<file path="config.mk">
export PLATFORM = sky130hd
export DESIGN_NAME = wdt_periph
export DESIGN_NICKNAME = d
export VERILOG_FILES = /design/src/rtl/wdt_pkg.sv /design/src/rtl/wdt_prescaler.sv /design/src/rtl/wdt_regs.sv /design/src/rtl/wdt_downcount.sv /design/src/rtl/wdt_periph.sv
export SDC_FILE = /design/constraint.sdc
export NUM_CORES = 1
export LEC_CHECK = 0
export ABC_AREA = 0
export BUFFER_PORTS_ARGS = -buffer_cell sky130_fd_sc_hd__buf_2
export CORE_MARGIN = 10
export CORE_UTILIZATION = 61
export DETAILED_ROUTE_END_ITERATION = 8
export PLACE_DENSITY = 0.86
export SLEW_MARGIN = 20
export SYNTH_ARGS = -nofsm -noshare
export SYNTH_HDL_FRONTEND = slang
export SYNTH_SLANG_ARGS = --single-unit
</file>
<file path="constraint.sdc">
create_clock -name clk -period 7.8 [get_ports clk]
set_clock_uncertainty 0.05 [all_clocks]
set_input_delay 1.56 -clock clk [delete_from_list [all_inputs] [get_ports clk]]
set_output_delay 1.56 -clock clk [all_outputs]
set_load 0.01 [all_outputs]
</file>
<file path="src/rtl/wdt_pkg.sv">
package wdt_pkg;
  localparam int unsigned REG_W     = 32;
  localparam int unsigned CNT_W     = 16;
  localparam int unsigned OFF_CTRL  = 0;
  localparam int unsigned OFF_COUNT = 4;
  localparam int unsigned B_RUN     = 0;
  localparam int unsigned B_FIRED   = 1;
  localparam int unsigned B_ACT     = 2;
  localparam int unsigned B_DIS     = 3;
  localparam int unsigned B_RELOAD  = 7;

  typedef enum logic {
    ACT_RESET    = 1'b0,
    ACT_SHUTDOWN = 1'b1
  } wdt_action_e;
endpackage

</file>
<file path="src/rtl/wdt_prescaler.sv">
module wdt_prescaler #(
  parameter int unsigned DIV_SEL0 = 1,
  parameter int unsigned DIV_SEL1 = 1000,
  parameter int unsigned DIV_SEL2 = 1000000,
  parameter int unsigned DIV_SEL3 = 125000000
) (
  input  logic       clk,
  input  logic       rst_n,
  input  logic       clr,
  input  logic [1:0] sel,
  output logic       tick
);
  localparam int unsigned MAX01 = (DIV_SEL0 > DIV_SEL1) ? DIV_SEL0 : DIV_SEL1;
  localparam int unsigned MAX23 = (DIV_SEL2 > DIV_SEL3) ? DIV_SEL2 : DIV_SEL3;
  localparam int unsigned MAXD  = (MAX01 > MAX23) ? MAX01 : MAX23;
  localparam int unsigned CW    = (MAXD > 1) ? $clog2(MAXD) : 1;

  logic [CW-1:0] cnt_q;
  logic [CW-1:0] limit;

  always_comb begin
    case (sel)
      2'd0:    limit = CW'(DIV_SEL0 - 1);
      2'd1:    limit = CW'(DIV_SEL1 - 1);
      2'd2:    limit = CW'(DIV_SEL2 - 1);
      default: limit = CW'(DIV_SEL3 - 1);
    endcase
  end

  assign tick = (cnt_q >= limit);

  always_ff @(posedge clk or negedge rst_n) begin
    if (!rst_n)      cnt_q <= '0;
    else if (clr)    cnt_q <= '0;
    else if (tick)   cnt_q <= '0;
    else             cnt_q <= cnt_q + 1'b1;
  end
endmodule

</file>
<file path="src/rtl/wdt_regs.sv">
module wdt_regs
  import wdt_pkg::*;
#(
  parameter int unsigned ADDR_W = 4
) (
  input  logic              clk,
  input  logic              rst_n,
  input  logic              por_n,
  input  logic              bus_en,
  input  logic              bus_we,
  input  logic [ADDR_W-1:0] bus_addr,
  input  logic [REG_W-1:0]  bus_wdata,
  output logic [REG_W-1:0]  bus_rdata,
  input  logic              hw_disable,
  input  logic              expire,
  output logic              run_q,
  output wdt_action_e       action_q,
  output logic              reload_go,
  output logic              reload_q,
  output logic              fired_q,
  output logic [CNT_W-1:0]  prog_cnt
);
  logic wr_ctrl;
  logic wr_cnt;

  assign wr_ctrl   = bus_en & bus_we & (bus_addr == ADDR_W'(OFF_CTRL));
  assign wr_cnt    = bus_en & bus_we & (bus_addr == ADDR_W'(OFF_COUNT));
  assign reload_go = wr_ctrl & bus_wdata[B_RELOAD] & ~hw_disable;

  always_ff @(posedge clk or negedge rst_n) begin
    if (!rst_n) begin
      run_q    <= 1'b0;
      action_q <= ACT_RESET;
      reload_q <= 1'b0;
      prog_cnt <= '0;
    end else begin
      reload_q <= reload_go;
      if (hw_disable || expire) run_q <= 1'b0;
      else if (wr_ctrl)         run_q <= bus_wdata[B_RUN];
      if (wr_ctrl) action_q <= wdt_action_e'(bus_wdata[B_ACT]);
      if (wr_cnt)  prog_cnt <= bus_wdata[CNT_W-1:0];
    end
  end

  // fired lives on the power-on reset only
  always_ff @(posedge clk or negedge por_n) begin
    if (!por_n)                            fired_q <= 1'b0;
    else if (expire)                       fired_q <= 1'b1;
    else if (wr_ctrl && bus_wdata[B_FIRED]) fired_q <= 1'b0;
  end

  always_comb begin
    bus_rdata = '0;
    if (bus_addr == ADDR_W'(OFF_CTRL)) begin
      bus_rdata[B_RUN]    = run_q;
      bus_rdata[B_FIRED]  = fired_q;
      bus_rdata[B_ACT]    = action_q;
      bus_rdata[B_DIS]    = hw_disable;
      bus_rdata[B_RELOAD] = reload_q;
    end else if (bus_addr == ADDR_W'(OFF_COUNT)) begin
      bus_rdata[CNT_W-1:0] = prog_cnt;
    end
  end
endmodule

</file>
<file path="src/rtl/wdt_downcount.sv">
module wdt_downcount
  import wdt_pkg::*;
(
  input  logic             clk,
  input  logic             rst_n,
  input  logic             run,
  input  logic             tick,
  input  logic             hw_disable,
  input  logic             reload_go,
  input  logic [CNT_W-1:0] prog_cnt,
  input  wdt_action_e      action,
  output logic             expire,
  output logic [CNT_W-1:0] live_cnt,
  output logic             rst_req,
  output logic             shdn_req
);
  logic [CNT_W-1:0] load_val;
  logic             step;

  assign load_val = (prog_cnt == '0) ? CNT_W'(1) : prog_cnt;
  assign step     = run & tick & ~hw_disable & ~reload_go;
  assign expire   = step & (live_cnt <= CNT_W'(1));

  always_ff @(posedge clk or negedge rst_n) begin
    if (!rst_n) begin
      live_cnt <= '0;
      rst_req  <= 1'b0;
      shdn_req <= 1'b0;
    end else begin
      if (reload_go)   live_cnt <= load_val;
      else if (expire) live_cnt <= '0;
      else if (step)   live_cnt <= live_cnt - 1'b1;
      rst_req  <= expire & (action == ACT_RESET);
      shdn_req <= expire & (action == ACT_SHUTDOWN);
    end
  end
endmodule

</file>
<file path="src/rtl/wdt_periph.sv">
module wdt_periph
  import wdt_pkg::*;
#(
  parameter int unsigned ADDR_W   = 4,
  parameter int unsigned DIV_SEL0 = 1,
  parameter int unsigned DIV_SEL1 = 1000,
  parameter int unsigned DIV_SEL2 = 1000000,
  parameter int unsigned DIV_SEL3 = 125000000
) (
  input  logic              clk,
  input  logic              por_n,
  input  logic              rst_n,
  input  logic              bus_en,
  input  logic              bus_we,
  input  logic [ADDR_W-1:0] bus_addr,
  input  logic [31:0]       bus_wdata,
  output logic [31:0]       bus_rdata,
  input  logic [1:0]        tick_sel,
  input  logic              hw_disable,
  output logic              rst_req,
  output logic              shdn_req
);
  logic             sys_rst_n;
  logic             run_w, reload_go_w, reload_w, fired_w, expire_w, tick_w;
  wdt_action_e      action_w;
  logic [CNT_W-1:0] prog_w, live_w;

  assign sys_rst_n = rst_n & por_n;

  wdt_regs #(.ADDR_W(ADDR_W)) regs_i (
    .clk(clk), .rst_n(sys_rst_n), .por_n(por_n),
    .bus_en(bus_en), .bus_we(bus_we), .bus_addr(bus_addr),
    .bus_wdata(bus_wdata), .bus_rdata(bus_rdata),
    .hw_disable(hw_disable), .expire(expire_w),
    .run_q(run_w), .action_q(action_w), .reload_go(reload_go_w),
    .reload_q(reload_w), .fired_q(fired_w), .prog_cnt(prog_w)
  );

  wdt_prescaler #(
    .DIV_SEL0(DIV_SEL0), .DIV_SEL1(DIV_SEL1),
    .DIV_SEL2(DIV_SEL2), .DIV_SEL3(DIV_SEL3)
  ) pre_i (
    .clk(clk), .rst_n(sys_rst_n), .clr(reload_go_w | ~run_w),
    .sel(tick_sel), .tick(tick_w)
  );

  wdt_downcount cnt_i (
    .clk(clk), .rst_n(sys_rst_n), .run(run_w), .tick(tick_w),
    .hw_disable(hw_disable), .reload_go(reload_go_w), .prog_cnt(prog_w),
    .action(action_w), .expire(expire_w), .live_cnt(live_w),
    .rst_req(rst_req), .shdn_req(shdn_req)
  );
endmodule

</file>
==> metrics.cfg, run 1 <==
[final_layout]
diodes = 0
final_common_cell = dfrtp_1
stdcell_count = 563
final_nets = 550
areaGrowthSynthToFinish_pct = 9.64
final_cell_mix = 65 x dfrtp_1, 55 x nor2_1, 45 x buf_2
drive_above_1_share = 0.203
finish.utilization = 0.678
fillerInstances = 519

[sta]
setup-violations-final = 0
period_share = 0.572
slew_headroom = 0.318
slew_violations = 0
worst_slew_pin_slew_ns = 1.02
post-route-min-period_ns = 4.46
final-hold-violation-count = 0
fmax_mhz = 224
setup_tns_ns = 0
grt_setup_unrepaired = false
finalWorstSetupSlack_ns = 3.34

[pwr]
power_frac_seq = 0.516
swShare = 0.279
combPwrFrac = 0.105
p_sw_uw = 209
power.share.clock = 0.379
p_per_area_nw_per_um2 = 164
cellLeakagePower_uw = 0.00214
p_int_uw = 540
max-vdd-ir-drop_mv = 0.118
power_uw = 749

[critical_path]
cp_max_fo = 13
crit_type = in -> reg
worstPathRequired_ns = 7.93
end_kind = register
crit_arrival_ns = 4.59
startpoint_type = primary input

[yosys]
ys_seq_area_frac = 0.391
ys_warn_count = 0
avgSynthCellArea_um2 = 9.57
ys_types = 58
synth.area.top_cells = dfrtp_1 39%, ha_1 8.4%, nor2_1 5.0%, mux2_2 4.6%, nand2_1 3.8%
synth_top_area_cell = dfrtp_1
synth-main-ff-cell = dfrtp_1
synth.top_cell.area_share = 0.391
synth_cells = 434
synth_edf_count = 0
syn_area_um2 = 4160
synth_seq_cells = 65
async_reset_ff_frac = 1.00

[clock_network]
cts_tree = yes
htreeDepth = 3
clock_sinks = 65
hold_buffers = 0
cts_post_setup_buffers_inserted = 0
clk_pin_slew_ns = 0.07
cts_buffers = 9
post_cts_resize_count = 0
clockRootBuffer = clkbuf_8
clkLatencyLatePin_ns = 0.35
cts_buffer_depth = 2

[placed_design]
dp_slack_ns = 3.03
hpwl_um = 7170
numPortBuffers = 45
place_congestion = 0.860
dp.cells = 547

[global_route]
grt_max_degree = 65
gr-total-overflow = 0
antenna_found_initial = 0
track_usage = 0.195
grt_pass1_wl_um = 16400
grt_pass1_vias = 3477

[routing]
dr.max_layer_used = met4
ant_nets = 0
wl_met1_um = 3950
drt_iter0_markers = 136
wl_met2_um = 5120
vias = 3394
dr.pass1.iters = 4
viasPerCell = 6.03
route.met3.wl_um = 590
routed_wl_um = 9810
drc_errors = 0
avgRoutedWirePerCell_um = 17.4

[floorplanning]
core_um2 = 6720
io_pins = 78
dieArea_um2 = 10500
die-width_um = 103
start_util = 0.618
rows = 30
die_h_um = 103

[run_status]
status = finished clean

[run]
drv_cap = 0

[worst_hold_path]
hold_class = reg -> reg

==> logic make-up after synthesis <==
family                   count (synthesis)  synth area share
AND/OR/NAND/NOR                        176             0.218
AO/OA/AOI/OAI                           66             0.126
flip-flops                              65             0.391
buffers and inverters                   48            0.0626
adder cells (fa/ha/maj)                 28            0.0843
XOR/XNOR                                28            0.0590
multiplexers                            22            0.0581
other                                    1          0.000902
==> path summary, 6_finish.rpt <==
kind | slack, ns | cells after the start | endpoint | from
max | 3.34 | 12 | cnt_i.live_cnt[1] | tick_sel[1]
min | 0.42 | 1 | cnt_i.rst_req | regs_i.action_q
max reg2reg | 4.79 | 9 | cnt_i.live_cnt[1] | pre_i.cnt_q[0]
min reg2reg | 0.42 | 1 | cnt_i.rst_req | regs_i.action_q
max in group asynchronous | 5.70 | 3 | regs_i.prog_cnt[10] | por_n
min in group asynchronous | 0.92 | 1 | regs_i.fired_q | por_n
==> power by group through the flow <==
stage / sequential [µW] / combinational, µW / clock (µW)
6_report: 386 / 78.9 / 284
5_1_grt: 389 / 88.9 / 297
4_1_cts: 386 / 79.2 / 284
3_5_place_dp: 392 / 78.5 / 0
3_3_place_gp: 390 / 74.8 / 0
2_1_floorplan: 382 / 63.2 / 0
==> through the flow <==
step,hold slack (ns),area (µm²)
final,0.421,4560
after global routing,0.458,4560
after CTS,0.427,4560
after detailed placement,0.410,4370
after global placement,0.386,4360
after floorplan,0.375,4210
==> metal layers <==
| metal | vias to the layer above | global-route usage |
|---|---|---|
| met2 | 105 | 0.344 |
| met3 | 17 | 0.0496 |
| met4 | 0 | 0.0683 |
| met5 | - | 0 |
| met1 | 1659 | 0.223 |
| li1 | 1613 | - |
==> Yosys cell counts, types with 3 or more instances <==
library cell and count:
xnor2_1 12, o311a_1 5, nor4_1 6, and4_1 5, inv_1 17, and2_1 3
nand2_1 42, a21oi_1 12, nand4_1 7, buf_2 4, a41oi_1 4, a22oi_1 4
ha_1 28, nand3_1 14, dfrtp_1 65, nor2_1 55, a221oi_1 7, nor3_1 8
xor2_1 16, a211oi_1 3, nand2b_1 4, mux2_2 17, nand4b_1 3, buf_4 18
o21ai_0 11, clkbuf_1 6, mux2i_1 5, and3_1 17, a221oi_2 3
==> sequential cells by signal (all words and copies together) (netlist names) <==
signal,count
pre_i.cnt_q,27
cnt_i.live_cnt,16
regs_i.prog_cnt,16
cnt_i.rst_req,1
cnt_i.shdn_req,1
regs_i.action_q,1
regs_i.fired_q,1
regs_i.reload_q,1
regs_i.run_q,1
==> worst max-delay path, stage by stage <==
cell,delay (ns)
buf_2,0.12
inv_1,0.24
ha_1,0.27
inv_1,0.07
ha_1,0.26
nand2b_1,0.11
a31o_2,0.16
a22oi_1,0.08
o31a_1,0.38
o221a_2,0.30
nor2_1,0.76
o221ai_1,0.28
==> final cells by class <==
cell class	instances	area, µm²	area share
flip-flops and latches	65	1630	0.357
repair buffers	47	240	0.0527
well taps	80	100	0.0220
clock inverters	6	58.8	0.0129
multi-input cells	336	2330	0.512
clock buffers	10	128	0.0280
inverters	19	71.3	0.0157
(Power assumes the default switching activity.)
==> run 2: changes to the inputs <==
- CORE_UTILIZATION: 61 -> 51
- PLACE_DENSITY: 0.86 -> 0.76
- clock period: 7.8 -> 4 ns (I/O delays scaled with it)
==> run 2 against run 1 <==
Critical path depth unchanged. Hold slack worse by 0.27 ns. Clock power up 140%. Flip-flop and latch count unchanged. Sequential power up 96%. Worst setup slack worse by 3.0 ns. Combinational power up 100%. Sequential share of layout area down 1.0 points. Critical path type unchanged.
==> metrics.cfg, run 2 (synthesized netlist as in run 1, its figures left out) <==
[global_route]
antenna_found_initial = 0  ; unchanged
grt_pass1_vias = 3444  ; -0.95%
gr-total-overflow = 0  ; unchanged
grt_pass1_wl_um = 16400  ; +0.54%
grt_max_degree = 43  ; -34%
track_usage = 0.168  ; -0.0276

[sta]
setup_tns_ns = 0  ; unchanged
fmax_mhz = 273
slew_violations = 0  ; unchanged
slew_headroom = 0.366  ; +0.0471
period_share = 0.916
post-route-min-period_ns = 3.67
worst_slew_pin_slew_ns = 0.948  ; -0.0741 ns
whs_ns = 0.156  ; -0.266 ns
final-hold-violation-count = 0  ; unchanged
setup-violations-final = 0  ; unchanged
grt_setup_unrepaired = false

[placed_design]
hpwl_um = 7280  ; +1.4%
numPortBuffers = 45  ; unchanged
dpl_cell_area_um2 = 4430  ; +1.4%
place_congestion = 0.861  ; +0.15%

[critical_path]
crit_arrival_ns = 3.80  ; -0.79 ns
startpoint_type = primary input
worstPathRequired_ns = 4.14  ; -3.79 ns
worstRegToRegCells = 9  ; unchanged
cp_max_fo = 13  ; unchanged
end_kind = register
crit_type = in -> reg

[run]
drv_cap = 0  ; unchanged

[final_layout]
largest_reg_flops = 27  ; unchanged
largest_registers = pre_i.cnt_q (27), cnt_i.live_cnt (16), regs_i.prog_cnt (16)
areaGrowthSynthToFinish_pct = 12.9
final_nets = 556  ; +1.1%
top_register = pre_i.cnt_q
final_cell_mix = 65 x dfrtp_1, 55 x nor2_1, 45 x buf_2
final_common_cell = dfrtp_1
drive_above_1_share = 0.211  ; +0.00774
fillerInstances = 695  ; +34%
fin_area_um2 = 4690  ; +3.0%
diodes = 0  ; unchanged

[routing]
vias = 3387  ; -0.21%
viasPerCell = 5.73  ; -4.9%
drt_iter0_markers = 118  ; -13%
ant_nets = 0  ; unchanged
dr.max_layer_used = met4
wl_met2_um = 5180  ; +1.2%
route.met3.wl_um = 519  ; -12%
avgRoutedWirePerCell_um = 16.7  ; -4.3%
dr.pass1.iters = 4  ; unchanged
wl_met1_um = 3920  ; -0.68%
drc_errors = 0  ; unchanged
routed_wl_um = 9850  ; +0.44%

[clock_network]
post_cts_resize_count = 0  ; unchanged
cts_buffer_depth = 2  ; unchanged
cts_tree = yes
clock_sinks = 65  ; unchanged
clkLatencyLatePin_ns = 0.35  ; about the same
clockRootBuffer = clkbuf_8
clk_pin_slew_ns = 0.08  ; about the same
hold_buffers = 0  ; unchanged
cts_buffers = 9  ; unchanged
htreeDepth = 3  ; unchanged
cts_post_setup_buffers_inserted = 0  ; unchanged

[pwr]
p_per_area_nw_per_um2 = 340  ; +110%
max-vdd-ir-drop_mv = 0.260  ; +120%
cellLeakagePower_uw = 0.00219  ; +2.4%
power_uw = 1600  ; +110%

[floorplanning]
die_h_um = 110  ; +7.5%
rows = 32  ; +6.7%
core_um2 = 7810  ; +16%
start_util = 0.532  ; -0.0862
dieArea_um2 = 12200  ; +16%
io_pins = 78  ; unchanged
die-width_um = 110  ; +7.5%

[worst_hold_path]
hold_class = in -> async

[run_status]
status = finished clean

==> run 2: worst max-delay path, cell delays in order <==
cell      delay, ns
buf_2          0.11
inv_1          0.24
ha_1           0.28
inv_1          0.07
ha_1           0.26
nand2b_1       0.12
a31o_2         0.15
a22oi_1        0.09
o31a_1         0.38
o221a_2        0.30
nor2_1         0.74
o221ai_1       0.26
==> run 2: worst paths after layout <==
path                                      start                 end  slack (ns)
worst min-delay path                      por_n      regs_i.fired_q        0.16
worst max register to register   pre_i.cnt_q[0]   cnt_i.live_cnt[1]        1.04
min in group clk                regs_i.action_q       cnt_i.rst_req        0.42
max in group asynchronous                 por_n  regs_i.prog_cnt[4]        2.78
worst min register to register  regs_i.action_q       cnt_i.rst_req        0.42
worst max-delay path                tick_sel[1]   cnt_i.live_cnt[1]        0.33
==> run 2: layer usage <==
layer / track usage / vias up
met5: 0 / -
met2: 0.290 / 86
met1: 0.193 / 1657
li1: - / 1623
met4: 0.0688 / 0
met3: 0.0424 / 21
==> run 2: final cells by class <==
| cell class | count | area (µm²) | share of cell area |
|---|---|---|---|
| multi-input cells | 336 | 2330 | 0.496 |
| clock buffers | 10 | 128 | 0.0272 |
| well taps | 102 | 128 | 0.0272 |
| clock inverters | 6 | 115 | 0.0245 |
| inverters | 19 | 71.3 | 0.0152 |
| repair buffers | 53 | 298 | 0.0635 |
| flip-flops and latches | 65 | 1630 | 0.347 |
==> run 2: where the power goes <==
part	switching (µW)	leakage (µW)	internal [µW]	total [µW]
Combinational	84.8	0.00120	74.1	159
Sequential	57.6	0.000873	697	755
Clock	266	0.000117	417	683
Total	408	0.00219	1190	1600
==> run 2: stage by stage <==
step | utilization | setup WS (ns) | instances
after floorplan | - | 0.885 | 449
after global placement | 0.567 | 0.0133 | 574
after detailed placement | 0.567 | -0.0140 | 574
after CTS | 0.598 | 0.341 | 590
after global routing | 0.601 | 0.172 | 591
final | 0.601 | 0.335 | 591
==> run 3: changes to the inputs <==
==> constraint.sdc (replaced) <==
create_clock -name clk -period 4 [get_ports clk]
set_clock_uncertainty 0.05 [all_clocks]
set_input_delay 0 -clock clk [delete_from_list [all_inputs] [get_ports clk]]
set_output_delay 0 -clock clk [all_outputs]
set_load 0.01 [all_outputs]
==> run 3 against run 2 <==
Worst setup slack better by 0.73 ns. Wire length up 2.9%. Core utilization up 2.0 points. Non-clock buffer count up 16. Sequential share of layout area down 1.1 points. Largest cell class unchanged. Highest routed layer unchanged.
==> metrics.cfg, run 3 (synthesized netlist as in run 1, its figures left out) <==
[critical_path]
worstRegToRegCells = 9  ; unchanged
end_kind = register
r2r_slack_ns = 1.06  ; +0.02 ns
worstPathRequired_ns = 4.21  ; +0.07 ns
path_cells = inv_1 > ha_1 > nand2b_1 > a31o_2 > a22oi_1 > o31a_1 > o21a_1 > nand3b_2 > nor2_1
max_stage_delay_ns = 0.53  ; -0.21 ns
crit_arrival_ns = 3.15  ; -0.65 ns
cp_max_fo = 27  ; +14
startpoint_type = register
crit_type = reg -> reg
worst_path_max_delay_cell = nand3b_2

[sta]
setup_tns_ns = 0  ; unchanged
fmax_mhz = 341  ; +25%
setup-violations-final = 0  ; unchanged
grt_setup_unrepaired = false
slew_violations = 0  ; unchanged
period_share = 0.734  ; -0.182
final-hold-violation-count = 0  ; unchanged
post-route-min-period_ns = 2.94  ; -0.729 ns
slew_headroom = 0.409  ; +0.0434
worst_slew_pin_slew_ns = 0.887  ; -0.0616 ns

[floorplanning]
die_h_um = 110  ; unchanged
core_um2 = 7810  ; unchanged
die-width_um = 110  ; unchanged
start_util = 0.532  ; unchanged
rows = 32  ; unchanged
io_pins = 78  ; unchanged
dieArea_um2 = 12200  ; unchanged

[global_route]
grt_pass1_wl_um = 16800  ; +2.4%
track_usage = 0.173  ; +0.00525
grt_pass1_vias = 3489  ; +1.3%
antenna_found_initial = 0  ; unchanged
gr-total-overflow = 0  ; unchanged
grt_max_degree = 39  ; -9.3%

[placed_design]
numPortBuffers = 45  ; unchanged
place_congestion = 0.836  ; -2.9%
hpwl_um = 7150  ; -1.7%

[run]
drv_cap = 0  ; unchanged

[final_layout]
top_register = pre_i.cnt_q
final_cell_mix = 65 x dfrtp_1, 55 x nor2_1, 45 x buf_2
largest_reg_flops = 27  ; unchanged
fillerInstances = 647  ; -6.9%
largest_registers = pre_i.cnt_q (27), cnt_i.live_cnt (16), regs_i.prog_cnt (16)
diodes = 0  ; unchanged
areaGrowthSynthToFinish_pct = 16.7
final_common_cell = dfrtp_1
finish.utilization = 0.621  ; +0.0199
drive_above_1_share = 0.196  ; -0.0146
final_nets = 572  ; +2.9%

[routing]
drt_iter0_markers = 182  ; +54%
avgRoutedWirePerCell_um = 16.7  ; +0.15%
dr.pass1.iters = 4  ; unchanged
vias = 3459  ; +2.1%
drc_errors = 0  ; unchanged
viasPerCell = 5.70  ; -0.57%
routed_wl_um = 10100  ; +2.9%
ant_nets = 0  ; unchanged

[worst_hold_path]
hold_class = in -> reg
hold_path_depth = 3

[clock_network]
clockRootBuffer = clkbuf_8
cts_buffer_depth = 2  ; unchanged
clkLatencyLatePin_ns = 0.36  ; about the same
cts_buffers = 9  ; unchanged
post_cts_resize_count = 0  ; unchanged
htreeDepth = 3  ; unchanged
cts_tree = yes
clock_sinks = 65  ; unchanged
cts_post_setup_buffers_inserted = 0  ; unchanged
clk_pin_slew_ns = 0.07  ; about the same

[pwr]
max-vdd-ir-drop_mv = 0.189  ; -27%
p_per_area_nw_per_um2 = 331  ; -2.8%
cellLeakagePower_uw = 0.00225  ; +2.8%

[run_status]
status = finished clean

-- run 3: final cells by class --
cell class	instances	area, µm²	area share
timing repair buffer	69	455	0.0940
clock inverter	5	104	0.0214
multi-input combinational	336	2330	0.481
tap	102	128	0.0263
clock buffer	11	131	0.0271
inverter	19	71.3	0.0147
sequential	65	1630	0.336
-- run 3: routing by layer --
metal	part of all wire	wire length [µm]	vias to the layer above	global-route usage
met5	0	0	-	0
met4	0.024	248	0	0.0817
met3	0.044	444	22	0.0267
met2	0.52	5300	84	0.309
met1	0.41	4150	1685	0.197
li1	-	-	1668	-
-- run 3: what timing repair did --
action | CTS | global route
endpoints found under the hold margin | 58 | 0
hold buffers | 20 | 0
setup endpoints to repair | 0 | 0
-- run 3: final timing paths --
path,start,to
min,bus_en,regs_i.reload_q
min in group asynchronous,rst_n,cnt_i.live_cnt[9]
max reg2reg,pre_i.cnt_q[0],pre_i.cnt_q[11]
min reg2reg,regs_i.action_q,cnt_i.rst_req
max in group asynchronous,por_n,pre_i.cnt_q[14]
max,pre_i.cnt_q[0],pre_i.cnt_q[11]
-- run 3: critical path, delay by kind of cell (launching register included) --
family                     cells  cell delay [ns]
adders and majority gates      1             0.28
and+or+nand+nor                3             0.93
AOI/OAI and AO/OA              4             1.10
buffers and inverters          1             0.06
DFF                            1             0.41
-- run 3: stage by stage --
stage / std cells / cell area (µm²) / power [µW] / hold slack [ns] / setup WS [ns]
final: 607 / 4850 / 1600 / 0.0188 / 1.06
after global placement: 571 / 4410 / 910 / -0.270 / 0.975
after detailed placement: 571 / 4410 / 918 / -0.267 / 0.838
after global routing: 607 / 4850 / 1660 / 0.0248 / 0.749
after floorplan: 449 / 4210 / 868 / -0.346 / 1.68
after CTS: 607 / 4840 / 1610 / 0.0140 / 1.05
-- run 3: report_power, final --
part           internal, µW  switching [µW]  total [µW]
logic                  83.8            87.6         171
registers               697            57.5         754
clock network           415             262         677
